==> src/rtl/scan_out_pkg.sv <==
package scan_out_pkg;

  typedef struct packed {
    logic panel_on;
    logic force_on;
    logic invert;
  } disp_ctrl_t;

  localparam disp_ctrl_t CTRL_RESET = '{panel_on: 1'b0, force_on: 1'b0, invert: 1'b0};

  localparam logic [7:0] OP_FOLLOW_RAM = 8'hA4;
  localparam logic [7:0] OP_ALL_ON     = 8'hA5;
  localparam logic [7:0] OP_NORMAL     = 8'hA6;
  localparam logic [7:0] OP_INVERT     = 8'hA7;
  localparam logic [7:0] OP_PANEL_OFF  = 8'hAE;
  localparam logic [7:0] OP_PANEL_ON   = 8'hAF;
  localparam logic [1:0] OP_LINE_TAG   = 2'b01;

endpackage

==> src/rtl/scan_cmd_decode.sv <==
module scan_cmd_decode
  import scan_out_pkg::*;
#(
  parameter int LINE_W = 6
) (
  input  logic              clk_i,
  input  logic              rst_ni,
  input  logic              cmd_valid_i,
  input  logic [7:0]        cmd_byte_i,
  output disp_ctrl_t        pend_ctrl_o,
  output logic [LINE_W-1:0] pend_start_o
);

  disp_ctrl_t        ctrl_q;
  logic [LINE_W-1:0] start_q;

  always_ff @(posedge clk_i or negedge rst_ni) begin
    if (!rst_ni) begin
      ctrl_q  <= CTRL_RESET;
      start_q <= '0;
    end else if (cmd_valid_i) begin
      if (cmd_byte_i[7:6] == OP_LINE_TAG) begin
        start_q <= cmd_byte_i[LINE_W-1:0];
      end else begin
        case (cmd_byte_i)
          OP_FOLLOW_RAM: ctrl_q.force_on <= 1'b0;
          OP_ALL_ON:     ctrl_q.force_on <= 1'b1;
          OP_NORMAL:     ctrl_q.invert   <= 1'b0;
          OP_INVERT:     ctrl_q.invert   <= 1'b1;
          OP_PANEL_OFF:  ctrl_q.panel_on <= 1'b0;
          OP_PANEL_ON:   ctrl_q.panel_on <= 1'b1;
          default: ;
        endcase
      end
    end
  end

  assign pend_ctrl_o  = ctrl_q;
  assign pend_start_o = start_q;

endmodule

==> src/rtl/scan_row_map.sv <==
module scan_row_map
  import scan_out_pkg::*;
#(
  parameter int ROWS   = 32,
  parameter int LINE_W = 6,
  parameter int ROW_W  = 5
) (
  input  logic              clk_i,
  input  logic              rst_ni,
  input  logic              row_strobe_i,
  input  logic [ROW_W-1:0]  row_idx_i,
  input  disp_ctrl_t        pend_ctrl_i,
  input  logic [LINE_W-1:0] pend_start_i,
  output disp_ctrl_t        act_ctrl_o,
  output logic [LINE_W-1:0] mem_row_o,
  output logic [ROWS-1:0]   com_o,
  output logic              com_oe_o
);

  disp_ctrl_t        act_q;
  logic [LINE_W-1:0] start_q;
  logic [ROW_W-1:0]  row_q;

  // settings swap only on a row boundary
  always_ff @(posedge clk_i or negedge rst_ni) begin
    if (!rst_ni) begin
      act_q   <= CTRL_RESET;
      start_q <= '0;
      row_q   <= '0;
    end else if (row_strobe_i) begin
      act_q   <= pend_ctrl_i;
      start_q <= pend_start_i;
      row_q   <= row_idx_i;
    end
  end

  // natural truncation gives the modulo wrap
  assign mem_row_o  = start_q + LINE_W'(row_q);
  assign act_ctrl_o = act_q;
  assign com_oe_o   = act_q.panel_on;

  for (genvar i = 0; i < ROWS; i++) begin : g_com
    assign com_o[i] = act_q.panel_on && (row_q == ROW_W'(i));
  end

endmodule

==> src/rtl/scan_pix_stage.sv <==
module scan_pix_stage
  import scan_out_pkg::*;
#(
  parameter int COLS = 128
) (
  input  logic            clk_i,
  input  logic            rst_ni,
  input  disp_ctrl_t      act_ctrl_i,
  input  logic [COLS-1:0] mem_data_i,
  output logic [COLS-1:0] seg_o
);

  logic [COLS-1:0] seg_d;
  logic [COLS-1:0] seg_q;

  // precedence: off > all-on > invert
  for (genvar c = 0; c < COLS; c++) begin : g_col
    assign seg_d[c] = act_ctrl_i.panel_on &
                      (act_ctrl_i.force_on | (mem_data_i[c] ^ act_ctrl_i.invert));
  end

  always_ff @(posedge clk_i or negedge rst_ni) begin
    if (!rst_ni) seg_q <= '0;
    else         seg_q <= seg_d;
  end

  assign seg_o = seg_q;

endmodule

==> src/rtl/scan_out_mod.sv <==
module scan_out_mod
  import scan_out_pkg::*;
#(
  parameter int ROWS     = 32,
  parameter int COLS     = 128,
  parameter int MEM_ROWS = 64,
  localparam int LINE_W  = $clog2(MEM_ROWS),
  localparam int ROW_W   = $clog2(ROWS)
) (
  input  logic              clk_i,
  input  logic              rst_ni,
  input  logic              cmd_valid_i,
  input  logic [7:0]        cmd_byte_i,
  input  logic              row_strobe_i,
  input  logic [ROW_W-1:0]  row_idx_i,
  output logic [LINE_W-1:0] mem_row_o,
  input  logic [COLS-1:0]   mem_data_i,
  output logic [COLS-1:0]   seg_o,
  output logic [ROWS-1:0]   com_o,
  output logic              com_oe_o
);

  disp_ctrl_t        pend_ctrl;
  disp_ctrl_t        act_ctrl;
  logic [LINE_W-1:0] pend_start;

  scan_cmd_decode #(.LINE_W(LINE_W)) u_dec (
    .clk_i        (clk_i),
    .rst_ni       (rst_ni),
    .cmd_valid_i  (cmd_valid_i),
    .cmd_byte_i   (cmd_byte_i),
    .pend_ctrl_o  (pend_ctrl),
    .pend_start_o (pend_start)
  );

  scan_row_map #(.ROWS(ROWS), .LINE_W(LINE_W), .ROW_W(ROW_W)) u_map (
    .clk_i        (clk_i),
    .rst_ni       (rst_ni),
    .row_strobe_i (row_strobe_i),
    .row_idx_i    (row_idx_i),
    .pend_ctrl_i  (pend_ctrl),
    .pend_start_i (pend_start),
    .act_ctrl_o   (act_ctrl),
    .mem_row_o    (mem_row_o),
    .com_o        (com_o),
    .com_oe_o     (com_oe_o)
  );

  scan_pix_stage #(.COLS(COLS)) u_pix (
    .clk_i      (clk_i),
    .rst_ni     (rst_ni),
    .act_ctrl_i (act_ctrl),
    .mem_data_i (mem_data_i),
    .seg_o      (seg_o)
  );

endmodule

==> config.mk <==
export PLATFORM = sky130hd
export DESIGN_NAME = scan_out_mod
export DESIGN_NICKNAME = d
export VERILOG_FILES = /design/src/rtl/scan_out_pkg.sv /design/src/rtl/scan_cmd_decode.sv /design/src/rtl/scan_row_map.sv /design/src/rtl/scan_pix_stage.sv /design/src/rtl/scan_out_mod.sv
export SDC_FILE = /design/constraint.sdc
export NUM_CORES = 1
export LEC_CHECK = 0
export ABC_AREA = 1
export ABC_CLOCK_PERIOD_IN_PS = 1700
export BUFFER_PORTS_ARGS = -buffer_cell sky130_fd_sc_hd__buf_2
export CAP_MARGIN = 20
export CORE_UTILIZATION = 30
export DETAILED_ROUTE_END_ITERATION = 8
export PLACE_DENSITY = 0.61
export SYNTH_ARGS = -nofsm -noshare
export SYNTH_HDL_FRONTEND = slang
export SYNTH_SLANG_ARGS = --single-unit
==> constraint.sdc <==
create_clock -name clk_i -period 1.7 [get_ports clk_i]
set_input_delay 0.17 -clock clk_i [delete_from_list [all_inputs] [get_ports clk_i]]
set_output_delay 0.17 -clock clk_i [all_outputs]
set_load 0.01 [all_outputs]
== Word level (Yosys, flattened, before mapping) ==
Index checks and enable logic that the tools add are counted.

* $add $sub $neg: 1
* Equality and inequality tests: 38
* Multiplexer cells: 3
* Bitwise gates (word level): 385
* Reductions and logical operators: 40

{| class="wikitable"
|+ Operators by type and width
! operator !! count
|-
| $and A1 B1 Y1 || 128
|-
| $or A1 B1 Y1 || 128
|-
| $xor A1 B1 Y1 || 128
|-
| $eq A5 B5 Y1 const B || 16
|-
| $eq A8 B8 Y1 const B || 6
|-
| $eq A5 B4 Y1 const B || 8
|-
| $logic_and A1 B1 Y1 || 32
|-
| $eq A5 B3 Y1 const B || 4
|-
| $eq A5 B2 Y1 const B || 2
|-
| $reduce_and A3 Y1 || 3
|-
| $add A6 B5 Y6 || 1
|-
| $pmux W1 S2 || 3
|-
| $reduce_bool A2 Y1 || 3
|-
| $eq A5 B1 Y1 const B || 1
|-
| $logic_not A5 Y1 || 1
|-
| $eq A2 B1 Y1 const B || 1
|-
| $reduce_and A2 Y1 || 1
|-
| $not A1 Y1 || 1
|}

* Register bits after elaboration: 151
* Output and inout port bits: 167
* Word-level logic and storage cells: 477

== Longest topological paths before layout ==
* Depth in word-level cells: 3
* Gate-level depth with buffers: 8
* Gate-level depth less buffers: 7

== Modules after synthesis ==
From an unflattened synthesis, not the netlist that was laid out.

* Cell total of the unflattened synthesis: 1142
* Area, all modules: 8015.2 um2

{| class="wikitable"
|+ By module, submodules not included
! module !! instances !! cells each !! area an instance (um2)
|-
| scan_pix_stage || 1 || 954 || 6611.3
|-
| scan_row_map || 1 || 133 || 979.7
|-
| scan_cmd_decode || 1 || 55 || 424.2
|}

== Least setup slack after synthesis ==
Ideal clock, no wire load.

* Kind: register to output
* Start: reg u_map.row_q[0]
* End: out mem_row_o[4]
* Data arrival time: 1526 ps
* Data required time: 1530 ps
* Path slack: 4 ps
* Stages on the path, launching flop included: 7
* Path buffers: 0
* Cells stage by stage: dfrtp_1 -> ha_1 -> inv_1 -> fa_1 -> nand3b_1 -> nand2_1 -> xor2_1

* Cells in the longest elaborated chain, start to end: 1

{| class="wikitable"
|+ Ends and longest elaborated chain
! what !! RTL line !! RTL
|-
| start: declaration || scan_row_map.sv:22 || <nowiki>logic [ROW_W-1:0] row_q;</nowiki>
|-
| start signal: assignment || scan_row_map.sv:33 || <nowiki>row_q <= row_idx_i;</nowiki>
|-
| $add A6 B5 Y6 || scan_row_map.sv:38 || <nowiki>assign mem_row_o = start_q + LINE_W'(row_q);</nowiki>
|-
| end: declaration || scan_out_mod.sv:16 || <nowiki>output logic [LINE_W-1:0] mem_row_o,</nowiki>
|}

No other way between the ends.

== Worst setup path in the final report ==
* Start: reg u_map.start_q[0]
* End: out mem_row_o[4]

* Cells in the longest elaborated chain, start to end: 1

{| class="wikitable"
|+ Ends and longest elaborated chain
! what !! RTL line !! RTL
|-
| start: declaration || scan_row_map.sv:21 || <nowiki>logic [LINE_W-1:0] start_q;</nowiki>
|-
| start signal: assignment || scan_row_map.sv:32 || <nowiki>start_q <= pend_start_i;</nowiki>
|-
| $add A6 B5 Y6 || scan_row_map.sv:38 ||
|}

No other way between the ends.

==> metrics.txt <==
Worst Hold Class=in2reg; total negative slack=-1.480 ns; met1 usage=20.64%; Multi-input gate area=2851 um2; initial core utilization=30.86%; Max stage delay cell, worst path=dfrtp_1; Max Root-Sink Buffers=2; Leak=5.828 nW; CP bufs+invs=2; area grow syn2layout=44.89%; distinct cell type count after synthesis=21; Iteration-0 DRC Markers=400; CTS root buffer=clkbuf_16; DP Area=9294 um2; Fmax achieved=0.4913 GHz; Post-route DRC=0; Worst VDD drop=a little under 500 uV; initial antenna violation count=3; DIE WIDTH=158.1 um; final net count=1379; DIE AREA=24990 um2; Top delay family on crit path=adder cells; final hold violation count=0; share of layout cells above drive strength 1=38.79%; clk_skew=0.01064 ns; design area=10590 um2; Seq/Total Area, Yosys=51.70%; GRT Residual Overflow=0; grt met3 use=~5.6%; outcome=finished with violations; HPWL Detailed=14.31 mm; failing checks=negative setup slack; crit-path cells=ha_2 -> inv_2 -> fa_2 -> nand3b_1 -> nand2_1 -> xor2_1 -> buf_2; first-pass GRT wire length=~32 mm; Worst Setup End Kind=primary output; Tmin final=2.035 ns; actual slew at the worst max-slew pin=about 0.47 ns; cell area power density=1087 nW/um2; routed wire length=21.23 mm; I/O Pins=approximately 310; CP startpoint kind=flip-flop; grt peak-use layer=met2; Fill cells=2348; FF+latch area=3789 um2; Total GRT Usage=16.55%; Core ar.=23680 um2; post-placement setup slack=-0.01613 ns; Synth Cell Area=7308 um2; Rel. slew slack=between 60 and 70%; unrepaired setup endpoints after global routing=yes; Vias per Instance=~4.4; Routed WL per cell=between 10 and 15 um; Yosys reg bits=151; Critical Path RT=1.53 ns; drt pass-1 iters=6; synth warn=0; clk sinks=151; Slew Limit Fails=0; Crit path largest cell delay=between 0.3 and 0.4 ns; crit path max fanout=2; maxcap violations=0; GP Congestion=0.8457; met2 GRT Util=26.13%; Num CTS Buffers=17; final core occ=44.71%; pin count of the biggest net entering global routing=70; final setup vio count=16; CTS tree=built; total power=11.51 mW; Core Rows=56; Clk Latency, worst-skew pair=between 0.4 and 0.5 ns; DR vias=6826; synthesized area per cell=approximately 8.2 um2; Antenna Nets Post-Route=0; Vert. Die Dim=158.1 um; H-tree depth=4; I/O Buffers=311; critical path type=reg2out; final period utilization=119.7%; Clock Pin Slew Worst Setup and Hold Paths=approximately 0.06 ns; Syn Inst Count=892; vias in the first global route=approximately 6400; Setup WS post-layout=-0.3353 ns; syn nets=1043; Arr. time, crit path=roughly 1.9 ns
-- sequential cells by signal (all words and copies together) (netlist names) --
signal              count
u_map.start_q           6
u_map.row_q             5
u_pix.seg_o           128
u_map.com_oe_o          1
u_dec.pend_start_o      6
u_map.act_ctrl_o        2
u_dec.pend_ctrl_o       3
-- placed cells by master, fill, tap and decap left out, types with 3 or more instances in the layout --
| cell type | Yosys | routed |
|---|---|---|
| dfrtp_1 | 151 | 147 |
| buf_6 | 7 | 7 |
| nand4_1 | 4 | 4 |
| inv_1 | 152 | 145 |
| buf_4 | 0 | 12 |
| nand2_2 | 0 | 14 |
| bufinv_16 | 0 | 4 |
| ha_4 | 0 | 4 |
| o21ai_1 | 52 | 52 |
| inv_2 | 1 | 5 |
| buf_2 | 23 | 309 |
| inv_6 | 0 | 4 |
| buf_12 | 0 | 12 |
| a21oi_1 | 80 | 79 |
| a21oi_2 | 50 | 51 |
| mux2_2 | 5 | 5 |
| nand2_1 | 185 | 170 |
| nor2_4 | 0 | 6 |
| o21ai_0 | 87 | 87 |
| clkbuf_16 | 0 | 17 |
| nand3_1 | 9 | 7 |
| clkinvlp_4 | 0 | 3 |
| dlygate4sd3_1 | 0 | 36 |
| xor2_1 | 3 | 3 |
| nor2_1 | 45 | 28 |
| nor2_2 | 0 | 11 |
-- Yosys cell counts, drive strengths merged --
library cell	instances	area, um2
a21oi	130	838.3
xor2	3	26.28
nand2	185	694.4
nor2	45	168.9
o21ai	139	695.7
fa	1	20.02
nand3	9	45.04
mux2	5	56.30
ha	5	62.56
nand4	4	25.02
clkbuf	27	101.4
inv	153	574.3
buf	33	205.2
xnor2	1	8.760
dfrtp	151	3779
nand3b	1	7.510
-- worst register-to-register path, cell delays in order (launching register included) --
cell and delay (ns):
dfrtp_4 0.61, buf_12 0.25, a21oi_1 0.20, o21ai_0 0.10
nand2_1 0.08, inv_1 0.05
-- where the power goes --
group,leakage (nW),total (mW),switching [mW],internal (mW)
logic,3.71,3.06,1.79,1.27
registers,1.82,4.32,0.190,4.13
clock network,0.305,4.13,1.57,2.56
total,5.83,11.5,3.55,7.96
-- path summary, 6_finish.rpt --
path                                                    from                                end  slack, ns  cells after the start
max reg2reg                  u_map.act_ctrl_o[1]$_DFFE_PN0P_          u_pix.seg_o[90]$_DFF_PN0_       0.30                      5
min reg2reg                u_dec.pend_start_o[3]$_DFFE_PN0P_  u_dec.pend_start_o[3]$_DFFE_PN0P_       0.47                      2
min                                            cmd_byte_i[5]  u_dec.pend_start_o[5]$_DFFE_PN0P_       0.01                      3
max in group asynchronous                             rst_ni         u_pix.seg_o[108]$_DFF_PN0_       0.83                      3
min in group asynchronous                             rst_ni          u_pix.seg_o[93]$_DFF_PN0_       0.29                      2
max                             u_map.start_q[0]$_DFFE_PN0P_                       mem_row_o[4]      -0.34                      7
-- area by class of cell --
class                           count  share of cell area (%)
Clock buffer                       19                   4.277
Sequential cell                   151                   35.78
Tap cell                          319                   3.769
Multi-Input combinational cell    529                   26.93
Inverter                          153                   5.542
Clock inverter                     12                   1.784
Antenna cell                        2                 0.04726
Timing Repair Buffer              376                   21.87
-- timing repair --
item,CTS,global route
pin swaps,9,22
gates resized for setup,33,35
hold buffers,36,0
endpoints found under the setup margin,37,36
gates cloned,0,1
setup buffers,3,5
hold endpoints to repair,76,0
-- logic make-up after synthesis --
| group | count (synthesis) | share of synthesized area (%) |
|---|---|---|
| buffers and inverters | 213 | 12.05 |
| XOR/XNOR | 4 | 0.4795 |
| AND/OR/NAND/NOR | 244 | 12.87 |
| AO/OA/AOI/OAI | 269 | 20.99 |
| multiplexers | 5 | 0.7704 |
| flip-flops | 151 | 51.70 |
| adder cells (fa/ha/maj) | 6 | 1.130 |
-- routing by layer --
metal	wire (um)	share of wire (%)	up-vias
met4	571	2.7	2
met2	10150	48	220
li1	-	-	3472
met3	1549	7.3	43
met5	13	0.061	-
met1	8942	42	3089
-- per-stage QoR --
stage | hold slack (ns) | instances
CTS | 0.0002879 | 1554
global placement | 0.1502 | 1484
finish | 0.01359 | 1561
detailed placement | 0.1501 | 1484
global route | 0.006253 | 1559
floorplan | -0.1256 | 892
Power figures use the tool's default switching activity.
